**src/rtl/pcm_port_pkg.sv**
```systemverilog
// Package: shared sample type, width and idle codes for the PCM serial port.
// Assumes 8-bit companded samples, the same for both laws.
package pcm_port_pkg;
    localparam int SAMPLE_W = 8;
    typedef logic [SAMPLE_W-1:0] sample_t;

    localparam sample_t IDLE_MULAW = 8'hFF;
    localparam sample_t IDLE_ALAW  = 8'hD5;

    // Idle code for the selected companding law
    function automatic sample_t idle_code(input logic alaw);
        return alaw ? IDLE_ALAW : IDLE_MULAW;
    endfunction
endpackage

```
**src/rtl/pcm_tx_hold.sv**
```systemverilog
// Per-channel transmit holding register with a valid/ready handshake.
// It offers the loaded sample, or the idle code when empty, to the serializer,
// and empties when the serializer takes it. Powerdown flushes it and holds
// ready low. Assumes take is a single-cycle pulse.
module pcm_tx_hold
    import pcm_port_pkg::*;
(
    input  logic    clk,
    input  logic    rst_n,
    input  logic    alaw_sel,
    input  logic    pwr_down,
    input  sample_t in_data,
    input  logic    in_valid,
    output logic    in_ready,
    input  logic    take,
    output sample_t sample_out
);
    logic    full;
    sample_t held;

    assign in_ready   = !full && !pwr_down;
    assign sample_out = full ? held : idle_code(alaw_sel);

    // Load on handshake, empty on take, flush in powerdown
    always_ff @(posedge clk) begin
        if (!rst_n) begin
            full <= 1'b0;
            held <= '0;
        end else if (pwr_down) begin
            full <= 1'b0;
        end else begin
            if (take) full <= 1'b0;
            if (in_valid && in_ready) begin
                full <= 1'b1;
                held <= in_data;
            end
        end
    end
endmodule

```
**src/rtl/pcm_tx_serial.sv**
```systemverilog
// Shared transmit serializer. It starts an 8-cycle slot on a start pulse,
// giving the lowest-numbered channel priority, and shifts MSB first.
// It flags a collision when several starts arrive together on a free bus.
// Assumes starts only arrive while the bus is free; one arriving mid-slot is ignored.
module pcm_tx_serial
    import pcm_port_pkg::*;
#(
    parameter int NUM_CH = 2
) (
    input  logic                   clk,
    input  logic                   rst_n,
    input  logic [NUM_CH-1:0]      start,
    input  sample_t [NUM_CH-1:0]   samples,
    output logic [NUM_CH-1:0]      take,
    output logic                   dx,
    output logic                   dx_oe,
    output logic                   collide
);
    localparam int LEFT_W = $clog2(SAMPLE_W);

    logic [NUM_CH-1:0]   grant;
    logic                any_start;
    logic                multi;
    sample_t             chosen;
    logic [SAMPLE_W-2:0] shreg;
    logic [LEFT_W-1:0]   left;

    // Lowest-index priority pick among the start requests
    always_comb begin
        grant     = '0;
        any_start = 1'b0;
        multi     = 1'b0;
        chosen    = '0;
        for (int i = 0; i < NUM_CH; i++) begin
            if (start[i]) begin
                if (any_start) begin
                    multi = 1'b1;
                end else begin
                    grant[i]  = 1'b1;
                    any_start = 1'b1;
                    chosen    = samples[i];
                end
            end
        end
    end

    assign take = dx_oe ? '0 : grant;

    // Slot sequencer: load, shift seven more bits, then release the bus
    always_ff @(posedge clk) begin
        if (!rst_n) begin
            dx      <= 1'b0;
            dx_oe   <= 1'b0;
            shreg   <= '0;
            left    <= '0;
            collide <= 1'b0;
        end else begin
            collide <= 1'b0;
            if (!dx_oe) begin
                if (any_start) begin
                    dx      <= chosen[SAMPLE_W-1];
                    shreg   <= chosen[SAMPLE_W-2:0];
                    left    <= LEFT_W'(SAMPLE_W - 1);
                    dx_oe   <= 1'b1;
                    collide <= multi;
                end
            end else if (left == '0) begin
                dx_oe <= 1'b0;
                dx    <= 1'b0;
            end else begin
                dx    <= shreg[SAMPLE_W-2];
                shreg <= {shreg[SAMPLE_W-3:0], 1'b0};
                left  <= left - LEFT_W'(1);
            end
        end
    end
endmodule

```
**src/rtl/pcm_rx_deser.sv**
```systemverilog
// Per-channel receive deserializer. After a start pulse it shifts in 8 bits,
// one per cycle, from the falling-edge sample of the data pin. It then presents
// the byte with a one-cycle valid pulse. Powerdown cancels an unfinished byte.
// Assumes the falling-edge sample is already retimed into this clock's domain.
module pcm_rx_deser
    import pcm_port_pkg::*;
(
    input  logic    clk,
    input  logic    rst_n,
    input  logic    start,
    input  logic    pwr_down,
    input  logic    dr_s,
    output sample_t data,
    output logic    valid
);
    localparam int CNT_W = $clog2(SAMPLE_W) + 1;

    logic [CNT_W-1:0]    cnt;
    logic [SAMPLE_W-2:0] shreg;

    // Bit counter, shift register and byte presentation
    always_ff @(posedge clk) begin
        if (!rst_n) begin
            cnt   <= '0;
            shreg <= '0;
            data  <= '0;
            valid <= 1'b0;
        end else begin
            valid <= 1'b0;
            if (start) begin
                cnt <= CNT_W'(SAMPLE_W);
            end else if (pwr_down) begin
                cnt <= '0;
            end else if (cnt != '0) begin
                shreg <= {shreg[SAMPLE_W-3:0], dr_s};
                cnt   <= cnt - CNT_W'(1);
                if (cnt == CNT_W'(1)) begin
                    valid <= 1'b1;
                    data  <= {shreg, dr_s};
                end
            end
        end
    end
endmodule

```
**src/rtl/pcm_pd_monitor.sv**
```systemverilog
// Per-channel inactivity monitor. It counts bit clocks since the channel's last
// strobe rise and enters powerdown after pd_frames whole frames of silence.
// Any strobe rise wakes the channel. Assumes FRAME_BITS exceeds one slot.
module pcm_pd_monitor #(
    parameter int FRAME_BITS = 256,
    parameter int PD_W       = 8
) (
    input  logic            clk,
    input  logic            rst_n,
    input  logic            activity,
    input  logic [PD_W-1:0] pd_frames,
    output logic            pwr_down
);
    localparam int CNT_W = PD_W + $clog2(FRAME_BITS) + 1;

    logic [CNT_W-1:0] idle_cnt;
    logic [CNT_W-1:0] limit;

    assign limit = CNT_W'(pd_frames) * CNT_W'(FRAME_BITS);

    // Silence counter and powerdown state
    always_ff @(posedge clk) begin
        if (!rst_n) begin
            idle_cnt <= '0;
            pwr_down <= 1'b0;
        end else if (activity || pd_frames == '0) begin
            idle_cnt <= '0;
            pwr_down <= 1'b0;
        end else if (!pwr_down) begin
            idle_cnt <= idle_cnt + CNT_W'(1);
            if (idle_cnt + CNT_W'(1) == limit) pwr_down <= 1'b1;
        end
    end
endmodule

```
**src/rtl/pcm_dual_port.sv**
```systemverilog
// Top of the multi-channel PCM serial port. It detects strobe rises, applies
// delayed or nondelayed framing and retimes the receive pin on the falling
// edge. It also wires the per-channel holding registers, deserializers and
// powerdown monitors to the shared serializer.
// Assumes the mode inputs are static while any slot is in progress.
module pcm_dual_port
    import pcm_port_pkg::*;
#(
    parameter int NUM_CH     = 2,
    parameter int FRAME_BITS = 256,
    parameter int PD_W       = 8
) (
    input  logic                         clk,
    input  logic                         rst_n,
    input  logic                         late_mode,
    input  logic                         alaw_sel,
    input  logic [PD_W-1:0]              pd_frames,
    input  logic [NUM_CH-1:0]            fsx,
    input  logic [NUM_CH-1:0]            fsr,
    input  logic                         dr,
    input  logic [NUM_CH-1:0][SAMPLE_W-1:0] tx_data,
    input  logic [NUM_CH-1:0]            tx_valid,
    output logic [NUM_CH-1:0]            tx_ready,
    output logic                         dx,
    output logic                         dx_oe,
    output logic [NUM_CH-1:0][SAMPLE_W-1:0] rx_data,
    output logic [NUM_CH-1:0]            rx_valid,
    output logic                         tx_collide,
    output logic [NUM_CH-1:0]            pwr_down
);
    logic [NUM_CH-1:0] fsx_q, fsr_q;
    logic [NUM_CH-1:0] rise_x, rise_r;
    logic [NUM_CH-1:0] rise_x_d, rise_r_d;
    logic [NUM_CH-1:0] start_x, start_r;
    logic [NUM_CH-1:0] take;
    sample_t [NUM_CH-1:0] tx_sample;
    logic              dr_s;

    assign rise_x  = fsx & ~fsx_q;
    assign rise_r  = fsr & ~fsr_q;
    assign start_x = late_mode ? rise_x_d : rise_x;
    assign start_r = late_mode ? rise_r_d : rise_r;

    // Strobe history for rise detection and the one-clock framing delay
    always_ff @(posedge clk) begin
        if (!rst_n) begin
            fsx_q    <= '0;
            fsr_q    <= '0;
            rise_x_d <= '0;
            rise_r_d <= '0;
        end else begin
            fsx_q    <= fsx;
            fsr_q    <= fsr;
            rise_x_d <= rise_x;
            rise_r_d <= rise_r;
        end
    end

    // Receive pin sampled on the falling bit-clock edge
    always_ff @(negedge clk) begin
        if (!rst_n) dr_s <= 1'b0;
        else        dr_s <= dr;
    end

    for (genvar c = 0; c < NUM_CH; c++) begin : g_ch
        pcm_tx_hold u_hold (
            .clk        (clk),
            .rst_n      (rst_n),
            .alaw_sel   (alaw_sel),
            .pwr_down   (pwr_down[c]),
            .in_data    (tx_data[c]),
            .in_valid   (tx_valid[c]),
            .in_ready   (tx_ready[c]),
            .take       (take[c]),
            .sample_out (tx_sample[c])
        );

        pcm_rx_deser u_rx (
            .clk      (clk),
            .rst_n    (rst_n),
            .start    (start_r[c]),
            .pwr_down (pwr_down[c]),
            .dr_s     (dr_s),
            .data     (rx_data[c]),
            .valid    (rx_valid[c])
        );

        pcm_pd_monitor #(
            .FRAME_BITS (FRAME_BITS),
            .PD_W       (PD_W)
        ) u_pd (
            .clk       (clk),
            .rst_n     (rst_n),
            .activity  (rise_x[c] | rise_r[c]),
            .pd_frames (pd_frames),
            .pwr_down  (pwr_down[c])
        );
    end

    pcm_tx_serial #(
        .NUM_CH (NUM_CH)
    ) u_ser (
        .clk     (clk),
        .rst_n   (rst_n),
        .start   (start_x),
        .samples (tx_sample),
        .take    (take),
        .dx      (dx),
        .dx_oe   (dx_oe),
        .collide (tx_collide)
    );
endmodule

```
**config.mk**
```make
export PLATFORM = sky130hd
export DESIGN_NAME = pcm_dual_port
export DESIGN_NICKNAME = d
export VERILOG_FILES = /design/src/rtl/pcm_port_pkg.sv /design/src/rtl/pcm_tx_hold.sv /design/src/rtl/pcm_tx_serial.sv /design/src/rtl/pcm_rx_deser.sv /design/src/rtl/pcm_pd_monitor.sv /design/src/rtl/pcm_dual_port.sv
export SDC_FILE = /design/constraint.sdc
export NUM_CORES = 1
export LEC_CHECK = 0
export CAP_MARGIN = 20
export CORE_UTILIZATION = 46
export DETAILED_ROUTE_END_ITERATION = 8
export GPL_ROUTABILITY_DRIVEN = 0
export PLACE_DENSITY = 0.67
export SLEW_MARGIN = 20
export SYNTH_ARGS = -nofsm -noshare
export SYNTH_HDL_FRONTEND = slang
export SYNTH_HIERARCHICAL = 1
export SYNTH_SLANG_ARGS = --single-unit
```
**constraint.sdc**
```tcl
create_clock -name clk -period 2.6 [get_ports clk]
set_input_delay 0.52 -clock clk [delete_from_list [all_inputs] [get_ports clk]]
set_output_delay 0.52 -clock clk [all_outputs]
set_load 0.1 [all_outputs]
```
==> results.md <==
- Status: finished clean
- Distinct cells, synth: 72
- Flops & latches, synth: 116
- Most used DFF post-synth: dfxtp_1
- N_diodes: 0
- Synth area leader: dfxtp_1
- CTS tree: built
- CTS H-tree lvls: 4
- Layout cells sized above 1: 14.54%
- Initial antenna violation count: 0
- Max-slew violations: 0
- IO buf count: 59
- Final instance area: 7216 sq um
- Post CTS Setup Buffer Count: 0
- Synth warn: 6
- FF+latch area: 2322 sq um
- I/O pins: 60
- Die area: 13410 sq um
- Via count: 4875
- Final hold vios: 0
- Crit share post-route: 88.61%
- Final Setup Violations: 0
- Startpoint types: register
- Highest clock rate: 434.0 MHz
- Final #Nets: 776
- Cells after synthesis: 674
- Worst EP required: 2920 ps
- Worst-margin pin slew: 1024 ps
- Die Y: 115.8 um
- Post-synth EDFFs: 0
- Leak Pwr: 0.002907 uW
- DR WL/cell: 14.28 um
- Unrepaired setup endpoints after global routing: no
- Final antenna-violating net count: 0
- First-pass GRT wire length: 21880 um
- WL final: 13060 um
- Mapped Nets: 719
- Layout Area Growth over Synthesis: 21.08%
- Core footprint: 12620 sq um
- Post-DP HPWL: 9388 um
- Max-Cap Viols: 0
- Vias per cell: 5.328
- Rows: 41
- Max Clock Skew: 22.84 ps
- Num CTS Buffers: 17
- Synth top area cells: dfxtp_1 39%, mux2i_1 6.7%, nand2_1 6.2%, xnor2_1 5.0%, xor2_1 3.4%
- Clock tree buffer depth: 2
- Number of global-route vias before repair: 4826
- Clock Pin Slew Worst Setup and Hold Paths: 50 ps
- Post-cts sizing count: 0
- Cell area after synthesis: 5959 sq um
- Clock Latency Late Sink: 430 ps
- PwrDens: 766.3 nW/um^2
- Ys async rst share: 0%
- Arrival time of the worst setup path: 2630 ps
- Sequential-to-total area share from yosys stat: 38.97%
- CTS sink count: 116
- Drt drc: 0
- Min Hold Slack: 450.4 ps
- Sum Neg Setup Slack: 0 ps
- GR Overflow Total: 0
- Root buffer cell: clkbuf_16
- Kind of critical path: register to register
- Cts hold-fix bufs: 0
- Starting Density: 47.22%
- Multi-input gate area: 3299 sq um
- Tightest Hold Check Type: register to register
- Total GRT Usage: 20.91%
- Max_slew headroom: 31.64%
- Critical-path maximum fanout: 7
- Final core utilization: 57.18%
- Area fraction of the dominant cell type after synthesis: 38.97%
- Max IR drop VDD: 0.0004745 V
- Die W: 115.8 um
- Fillers: 1174
- Largest net degree at the start of global routing: 55
- Min Clock Period, post-route: 2304 ps
- DP Area: 6616 sq um
- Drt pass-1 iters: 4
- CP endpoint kind: register
- Avg Cell Area, Syn: 8.842 sq um
- Drt first-iter violations: 196
## stage by stage
| step | total power, uW | instances | worst slack, ps |
|---|---|---|---|
| floorplan | 3015 | 674 | 378.2 |
| global placement | 3173 | 884 | 118.9 |
| detailed placement | 3218 | 884 | 94.75 |
| CTS | 5592 | 915 | 295.2 |
| global route | 5767 | 915 | 202.5 |
| finish | 5529 | 915 | 296.0 |
## worst max-delay path, stage by stage, from the launching register on
cell and delay (ps):
dfxtp_1 430, nand4_1 230, nor4_1 530, nand3_1 160, xnor2_1 150, or4_1 520, o32ai_2 200
## state kept, by name (all words and copies together), names as in the netlist
name                cells
u_ser/shreg             7
fsr_q                   2
g_ch.u_pd/idle_cnt     34
g_ch.u_rx/data         16
rise_x_d                2
g_ch.u_rx/valid         2
fsx_q                   2
u_ser/collide           1
rise_r_d                2
u_ser/dx_oe             1
u_ser/left              3
dr_s                    1
g_ch.u_hold/full        2
g_ch.u_hold/held       16
g_ch.u_rx/shreg        14
g_ch.u_pd/pwr_down      2
g_ch.u_rx/cnt           8
u_ser/dx                1
## per-layer routing
layer / GRT usage (%) / share of wire, % / up-vias
met1: 24.95 / 45 / 2310
li1: - / - / 2443
met2: 35.04 / 49 / 104
met3: 5.596 / 4.2 / 18
met4: 9.744 / 1.4 / 0
met5: 0 / 0 / -
## where the power goes
part | total [uW] | internal, uW | switching [uW]
Combinational | 1150 | 444 | 703
Sequential | 2030 | 1920 | 108
Clock | 2360 | 1530 | 828
## final timing paths
kind                                               start                    end  slack [ps]  cells past startpoint
worst min-delay path                g_ch[0].u_rx/data[6]   g_ch[0].u_rx/data[6]         450                      2
worst min register to register      g_ch[0].u_rx/data[6]   g_ch[0].u_rx/data[6]         450                      2
worst max register to register  g_ch[0].u_pd/idle_cnt[3]  g_ch[0].u_pd/pwr_down         300                      6
worst max-delay path            g_ch[0].u_pd/idle_cnt[3]  g_ch[0].u_pd/pwr_down         300                      6
## synth_stat cells (all sizes together), types with 5 or more instances
cell type	n
a211oi	5
a21oi	14
a2bb2oi	8
a31oi	5
and2	11
and3	9
buf	28
clkbuf	12
dfxtp	116
ha	10
inv	27
mux2i	40
nand2	103
nand2b	18
nand3	21
nand4	16
nor2	57
nor2b	10
nor3	13
nor4	11
o211ai	5
o21ai	13
o32ai	5
xnor2	34
xor2	23
## kinds of logic after synthesis
kind of cell	synth area share [%]
AOI/OAI and AO/OA	10.50
buffers and inverters	5.753
xor gates and xnor gates	8.377
and+or+nand+nor	27.59
muxes	6.718
DFF	38.97
adders and majority gates	2.100
## cell usage in the layout (no fill, tap or decap), types with 14 or more instances in the layout
master,n
nand2_1,99
clkdlybuf4s50_1,33
nand4_1,14
nand3_1,20
a21oi_1,14
buf_4,43
nand2b_1,18
dfxtp_1,116
xor2_1,23
xnor2_1,34
nor2_1,51
mux2i_1,40
clkbuf_16,17
inv_1,26
## area by class of cell
cell class	instances	area share [%]
multi-input combinational	491	45.73
inverter	26	1.353
clock buffer	19	6.138
timing repair buffer	78	9.398
sequential	116	32.18
clock inverter	13	2.220
tap	172	2.982
No activity file was read; power rests on OpenSTA's default activity.
